## src/rtl/lutram_pkg.sv

```systemverilog
package lutram_pkg;
   typedef enum logic [1:0] {
      MODE_SPLIT = 2'd0,
      MODE_WIDE  = 2'd1,
      MODE_DPORT = 2'd2,
      MODE_RSVD  = 2'd3
   } lutram_mode_t;

   localparam int unsigned NUM_BANKS = 2;
   localparam int unsigned BANK_A    = 0;
   localparam int unsigned BANK_B    = 1;
endpackage

```

## src/rtl/lutram_bank.sv

```systemverilog
module lutram_bank #(
   parameter int unsigned ADDR_W = 4
) (
   input  logic              clk,
   input  logic              clr_i,
   input  logic              we_i,
   input  logic [ADDR_W-1:0] waddr_i,
   input  logic              wdata_i,
   input  logic [ADDR_W-1:0] raddr_i,
   output logic              rdata_o
);
   localparam int unsigned DEPTH = 1 << ADDR_W;

   if (ADDR_W < 1 || ADDR_W > 8) begin : g_bad_width
      $error("lutram_bank: ADDR_W must be 1..8");
   end

   logic [DEPTH-1:0] cells;

   always_ff @(posedge clk) begin
      if (clr_i) begin
         cells <= '0;
      end else if (we_i) begin
         cells[waddr_i] <= wdata_i;
      end
   end

   assign rdata_o = cells[raddr_i];

   logic armed;
   always_ff @(posedge clk) armed <= 1'b1;


   clear_all_chk: assert property (@(posedge clk) disable iff (!armed)
      clr_i |=> (cells == '0));


   write_lands_chk: assert property (@(posedge clk) disable iff (!armed)
      (we_i && !clr_i) |=> (cells[$past(waddr_i)] == $past(wdata_i)));


   hold_idle_chk: assert property (@(posedge clk) disable iff (!armed)
      (!we_i && !clr_i) |=> $stable(cells));
endmodule

```

## src/rtl/lutram_steer.sv

```systemverilog
module lutram_steer
   import lutram_pkg::*;
#(
   parameter int unsigned ADDR_W = 4
) (
   input  lutram_mode_t                       mode_i,
   input  logic                               we_i,
   input  logic [ADDR_W-1:0]                  addr_a_i,
   input  logic [ADDR_W-1:0]                  addr_b_i,
   input  logic                               addr_hi_i,
   input  logic                               din_a_i,
   input  logic                               din_b_i,
   input  logic [NUM_BANKS-1:0]               bank_rdata_i,
   output logic [NUM_BANKS-1:0]               bank_we_o,
   output logic [NUM_BANKS-1:0][ADDR_W-1:0]   bank_waddr_o,
   output logic [NUM_BANKS-1:0]               bank_wdata_o,
   output logic [NUM_BANKS-1:0][ADDR_W-1:0]   bank_raddr_o,
   output logic                               dout_a_o,
   output logic                               dout_b_o
);
   always_comb begin
      bank_we_o    = '0;
      bank_waddr_o = '0;
      bank_wdata_o = '0;
      bank_raddr_o = '0;
      unique case (mode_i)
         MODE_SPLIT: begin
            bank_we_o[BANK_A]    = we_i;
            bank_we_o[BANK_B]    = we_i;
            bank_waddr_o[BANK_A] = addr_a_i;
            bank_waddr_o[BANK_B] = addr_b_i;
            bank_wdata_o[BANK_A] = din_a_i;
            bank_wdata_o[BANK_B] = din_b_i;
            bank_raddr_o[BANK_A] = addr_a_i;
            bank_raddr_o[BANK_B] = addr_b_i;
         end
         MODE_WIDE: begin
            bank_we_o[BANK_A]    = we_i && !addr_hi_i;
            bank_we_o[BANK_B]    = we_i &&  addr_hi_i;
            bank_waddr_o[BANK_A] = addr_a_i;
            bank_waddr_o[BANK_B] = addr_a_i;
            bank_wdata_o[BANK_A] = din_a_i;
            bank_wdata_o[BANK_B] = din_a_i;
            bank_raddr_o[BANK_A] = addr_a_i;
            bank_raddr_o[BANK_B] = addr_a_i;
         end
         MODE_DPORT: begin
            bank_we_o[BANK_A]    = we_i;
            bank_we_o[BANK_B]    = we_i;
            bank_waddr_o[BANK_A] = addr_a_i;
            bank_waddr_o[BANK_B] = addr_a_i;
            bank_wdata_o[BANK_A] = din_a_i;
            bank_wdata_o[BANK_B] = din_a_i;
            bank_raddr_o[BANK_A] = addr_a_i;
            bank_raddr_o[BANK_B] = addr_b_i;
         end
         default: begin
         end
      endcase
   end

   always_comb begin
      dout_a_o = 1'b0;
      dout_b_o = 1'b0;
      unique case (mode_i)
         MODE_SPLIT, MODE_DPORT: begin
            dout_a_o = bank_rdata_i[BANK_A];
            dout_b_o = bank_rdata_i[BANK_B];
         end
         MODE_WIDE: begin
            dout_a_o = addr_hi_i ? bank_rdata_i[BANK_B] : bank_rdata_i[BANK_A];
         end
         default: begin
         end
      endcase
   end
endmodule

```

## src/rtl/lutram_cell.sv

```systemverilog
module lutram_cell
   import lutram_pkg::*;
#(
   parameter int unsigned ADDR_W = 4
) (
   input  logic              clk,
   input  logic              init_i,
   input  logic [1:0]        mode_i,
   input  logic              we_i,
   input  logic [ADDR_W-1:0] addr_a_i,
   input  logic [ADDR_W-1:0] addr_b_i,
   input  logic              addr_hi_i,
   input  logic              din_a_i,
   input  logic              din_b_i,
   output logic              dout_a_o,
   output logic              dout_b_o
);
   if (ADDR_W < 1 || ADDR_W > 8) begin : g_bad_width
      $error("lutram_cell: ADDR_W must be 1..8");
   end

   lutram_mode_t mode;
   assign mode = lutram_mode_t'(mode_i);

   logic [NUM_BANKS-1:0]             bank_we;
   logic [NUM_BANKS-1:0][ADDR_W-1:0] bank_waddr;
   logic [NUM_BANKS-1:0]             bank_wdata;
   logic [NUM_BANKS-1:0][ADDR_W-1:0] bank_raddr;
   logic [NUM_BANKS-1:0]             bank_rdata;

   lutram_steer #(.ADDR_W(ADDR_W)) u_steer (
      .mode_i       (mode),
      .we_i         (we_i),
      .addr_a_i     (addr_a_i),
      .addr_b_i     (addr_b_i),
      .addr_hi_i    (addr_hi_i),
      .din_a_i      (din_a_i),
      .din_b_i      (din_b_i),
      .bank_rdata_i (bank_rdata),
      .bank_we_o    (bank_we),
      .bank_waddr_o (bank_waddr),
      .bank_wdata_o (bank_wdata),
      .bank_raddr_o (bank_raddr),
      .dout_a_o     (dout_a_o),
      .dout_b_o     (dout_b_o)
   );

   for (genvar b = 0; b < NUM_BANKS; b++) begin : g_bank
      lutram_bank #(.ADDR_W(ADDR_W)) u_bank (
         .clk     (clk),
         .clr_i   (init_i),
         .we_i    (bank_we[b]),
         .waddr_i (bank_waddr[b]),
         .wdata_i (bank_wdata[b]),
         .raddr_i (bank_raddr[b]),
         .rdata_o (bank_rdata[b])
      );
   end


   wide_quiet_chk: assert property (@(posedge clk) disable iff (init_i)
      (mode == MODE_WIDE) |-> (dout_b_o == 1'b0));


   wide_onebank_chk: assert property (@(posedge clk) disable iff (init_i)
      (mode == MODE_WIDE) |-> ($countones(bank_we) <= 1));


   dport_both_chk: assert property (@(posedge clk) disable iff (init_i)
      (mode == MODE_DPORT && we_i) |-> (bank_we == '1));


   rsvd_nowrite_chk: assert property (@(posedge clk) disable iff (init_i)
      (mode == MODE_RSVD) |-> (bank_we == '0 && dout_a_o == 1'b0 && dout_b_o == 1'b0));
endmodule

```

## config.mk

```make
export PLATFORM = sky130hd
export DESIGN_NAME = lutram_cell
export DESIGN_NICKNAME = d
export VERILOG_FILES = /design/src/rtl/lutram_pkg.sv /design/src/rtl/lutram_bank.sv /design/src/rtl/lutram_steer.sv /design/src/rtl/lutram_cell.sv
export SDC_FILE = /design/constraint.sdc
export NUM_CORES = 1
export LEC_CHECK = 0
export ABC_CLOCK_PERIOD_IN_PS = 2400
export BUFFER_PORTS_ARGS = -buffer_cell sky130_fd_sc_hd__buf_2
export CORE_MARGIN = 2
export CORE_UTILIZATION = 30
export CTS_CLUSTER_SIZE = 10
export DETAILED_ROUTE_END_ITERATION = 8
export HOLD_SLACK_MARGIN = 0.1
export SYNTH_ARGS = -nofsm -noshare
export SYNTH_HDL_FRONTEND = slang
export SYNTH_SLANG_ARGS = --single-unit
```

## constraint.sdc

```tcl
create_clock -name clk -period 2.4 [get_ports clk]
set_clock_uncertainty 0.2 [all_clocks]
set_input_delay 0.12 -clock clk [delete_from_list [all_inputs] [get_ports clk]]
set_output_delay 0.12 -clock clk [all_outputs]
set_load 0.05 [all_outputs]
```

==> results.sh <==
export IMPL_status="complete, no violations"
export IMPL_portBuffers=17
export IMPL_dpl_hpwl_mm=4.26
export IMPL_seq_area_um2=641
export IMPL_syn_nets=292
export IMPL_final_common_cell="nand2_1"
export IMPL_initial_core_util=0.308
export IMPL_cellLeakagePower_nw=1.07
export IMPL_grt_max_degree=33
export IMPL_vias_per_cell=5.24
export IMPL_multiInputGateArea_um2=1400
export IMPL_worstPathArrival_ns=2.02
export IMPL_rows=30
export IMPL_dieHeight_um=87.1
export IMPL_first_pass_iters=4
export IMPL_pre_cts_ws_ns=-0.109
export IMPL_drive_gt1_frac=0.248
export IMPL_critical_path_startpoint="mode_i[0]"
export IMPL_syn_to_final_growth_pct=26.5
export IMPL_fin_setup_tns_ns=0
export IMPL_power_density_nw_per_um2=479
export IMPL_hp_start="init_i"
export IMPL_grt_use_total=0.159
export IMPL_largest_register="g_bank.u_bank.cells"
export IMPL_worstSetupPathType="in2out"
export IMPL_fin_crit_sh=0.976
export IMPL_period_needed_ns=2.34
export IMPL_drt_iter0_drc=105
export IMPL_tightest_slew_ns=0.595
export IMPL_htreeDepth=2
export IMPL_cp_required_ns=2.08
export IMPL_clk_pin_slew_ns=0.07
export IMPL_layout_common_cells="nand2_1, nor2_1, dfxtp_1"
export IMPL_synthCells=272
export IMPL_die_width_um=87.1
export IMPL_max_freq_ghz=0.427
export IMPL_antenna_found_initial=0
export IMPL_postCtsHoldBufs=0
export IMPL_yosysWarnings=0
export IMPL_rsz0062_at_grt="true"
export IMPL_synth_area_um2=2070
export IMPL_finalNetCount=337
export IMPL_final_setup_worst_slack_ns=0.0575
export IMPL_grt_overflow_total=0
export IMPL_cts_sinks=32
export IMPL_routed_via_count=2085
export IMPL_gp_congestion=0.862
export IMPL_root_buffer="clkbuf_8"
export IMPL_r2r_start="g_bank[0].u_bank.cells[0]"
export IMPL_ir_drop_v=0.000311
export IMPL_crit_path_max_fanout=7
export IMPL_synth_cell_type_count=44
export IMPL_nFillCells=702
export IMPL_largest_reg_flops=32
export IMPL_top_regs="g_bank.u_bank.cells x32"
export IMPL_synth_seq_cells=32
export IMPL_ios=18
export IMPL_routed_wl_mm=5.65
export IMPL_grt_pass1_wl_mm=9.47
export IMPL_wl_per_cell_um=14.2
export IMPL_start_kind="input pin"
export IMPL_cts_tree="yes"
export IMPL_core_area_um2=6720
export IMPL_cts_buffers=5
export IMPL_maxSlewHeadroom=0.604
export IMPL_hold_viol_final=0
export IMPL_final_max_slew_viol_count=0
export IMPL_clk_latency_ns=0.28
export IMPL_antenna_left=0
export IMPL_worstSetupEndpointType="output pin"
export IMPL_avgSynthCellArea_um2=7.61
export IMPL_clock_path_buffers=2
export IMPL_n_antenna_cell=0
export IMPL_worstHoldPathType="in2reg"
export IMPL_ys_seq_area_frac=0.310
export IMPL_drc=0
export IMPL_grt_pass1_vias=2012
export IMPL_finalSetupViolCount=0
export IMPL_die_area_um2=7580
export IMPL_maxCapViolCount=0
-- area by class of cell --
class                      count  area share
tap                           80      0.0382
clock buffer                   8      0.0344
multi-input combinational    221       0.534
inverter                       6     0.00860
timing repair buffer          51       0.140
sequential                    32       0.245
-- worst paths after layout --
kind	endpoint	slack, ns	depth (start not counted)
max reg2reg	g_bank[0].u_bank.cells[0]	1.51	2
min	g_bank[0].u_bank.cells[9]	0.12	2
max	dout_b_o	0.06	11
min reg2reg	g_bank[0].u_bank.cells[6]	0.26	2
-- metrics by stage --
step / utilization / hold WS (ns) / area, um^2 / power [mW] / instances
after floorplan: - / -0.0109 / 2080 / 0.709 / 272
after global placement: 0.365 / 0.241 / 2450 / 0.811 / 389
after detailed placement: 0.365 / 0.251 / 2450 / 0.814 / 389
after CTS: 0.380 / 0.107 / 2550 / 1.25 / 397
after global routing: 0.390 / 0.137 / 2620 / 1.33 / 398
final: 0.390 / 0.121 / 2620 / 1.25 / 398
-- per-layer routing --
| metal | track usage | vias up | part of all wire |
|---|---|---|---|
| met3 | 0.0294 | 9 | 0.035 |
| li1 | - | 1045 | - |
| met4 | 0.0554 | 0 | 0.018 |
| met2 | 0.278 | 44 | 0.50 |
| met5 | 0 | - | 0 |
| met1 | 0.196 | 987 | 0.45 |
-- cell families after synthesis --
logic type      Yosys count  share of synthesized area
buf+inv                  19                     0.0399
flops                    32                      0.310
compound gates           55                      0.169
mux                      30                      0.148
fa+ha+maj                 4                     0.0242
simple gates            132                      0.310
-- critical path, stage by stage --
cell and delay [ns]:
clkbuf_4 0.14, buf_4 0.16, nand2b_4 0.15, a21oi_4 0.26, buf_6 0.14, mux2i_1 0.08
a2111oi_2 0.40, nor4_2 0.07, buf_4 0.15, nor2_1 0.16, buf_6 0.19
-- synth_stat cells (all sizes together) --
| library cell | number | share of area |
|---|---|---|
| a2111oi | 2 | 0.0085 |
| a211o | 1 | 0.0042 |
| a211oi | 5 | 0.018 |
| a21o | 2 | 0.0073 |
| a21oi | 21 | 0.056 |
| a22oi | 6 | 0.022 |
| a31oi | 1 | 0.0030 |
| and2 | 2 | 0.0060 |
| and3 | 5 | 0.015 |
| and4 | 1 | 0.0042 |
| buf | 7 | 0.018 |
| clkbuf | 6 | 0.011 |
| dfxtp | 32 | 0.31 |
| ha | 4 | 0.024 |
| inv | 6 | 0.011 |
| mux2 | 4 | 0.022 |
| mux2i | 26 | 0.13 |
| nand2 | 47 | 0.089 |
| nand2b | 6 | 0.019 |
| nand3 | 14 | 0.034 |
| nand3b | 3 | 0.011 |
| nand4 | 1 | 0.0030 |
| nor2 | 38 | 0.070 |
| nor2b | 1 | 0.0030 |
| nor3 | 7 | 0.022 |
| nor3b | 1 | 0.0060 |
| nor4 | 5 | 0.024 |
| o211ai | 1 | 0.0036 |
| o21a | 1 | 0.0036 |
| o21ai | 11 | 0.027 |
| o21ba | 1 | 0.0048 |
| o221ai | 1 | 0.0042 |
| o22ai | 1 | 0.0030 |
| o32ai | 1 | 0.0042 |
| or2 | 1 | 0.0030 |
-- power by group --
part	total, mW	internal (mW)	switching [mW]
registers	0.535	0.534	0.00156
logic	0.285	0.117	0.168
clock network	0.433	0.234	0.199
-- timing repair --
| item | CTS | global route |
|---|---|---|
| pin swaps | 0 | 5 |
| endpoints found under the setup margin | 2 | 2 |
| gates resized for setup | 5 | 15 |
| setup buffers | 0 | 1 |
(Power assumes the default switching activity.)
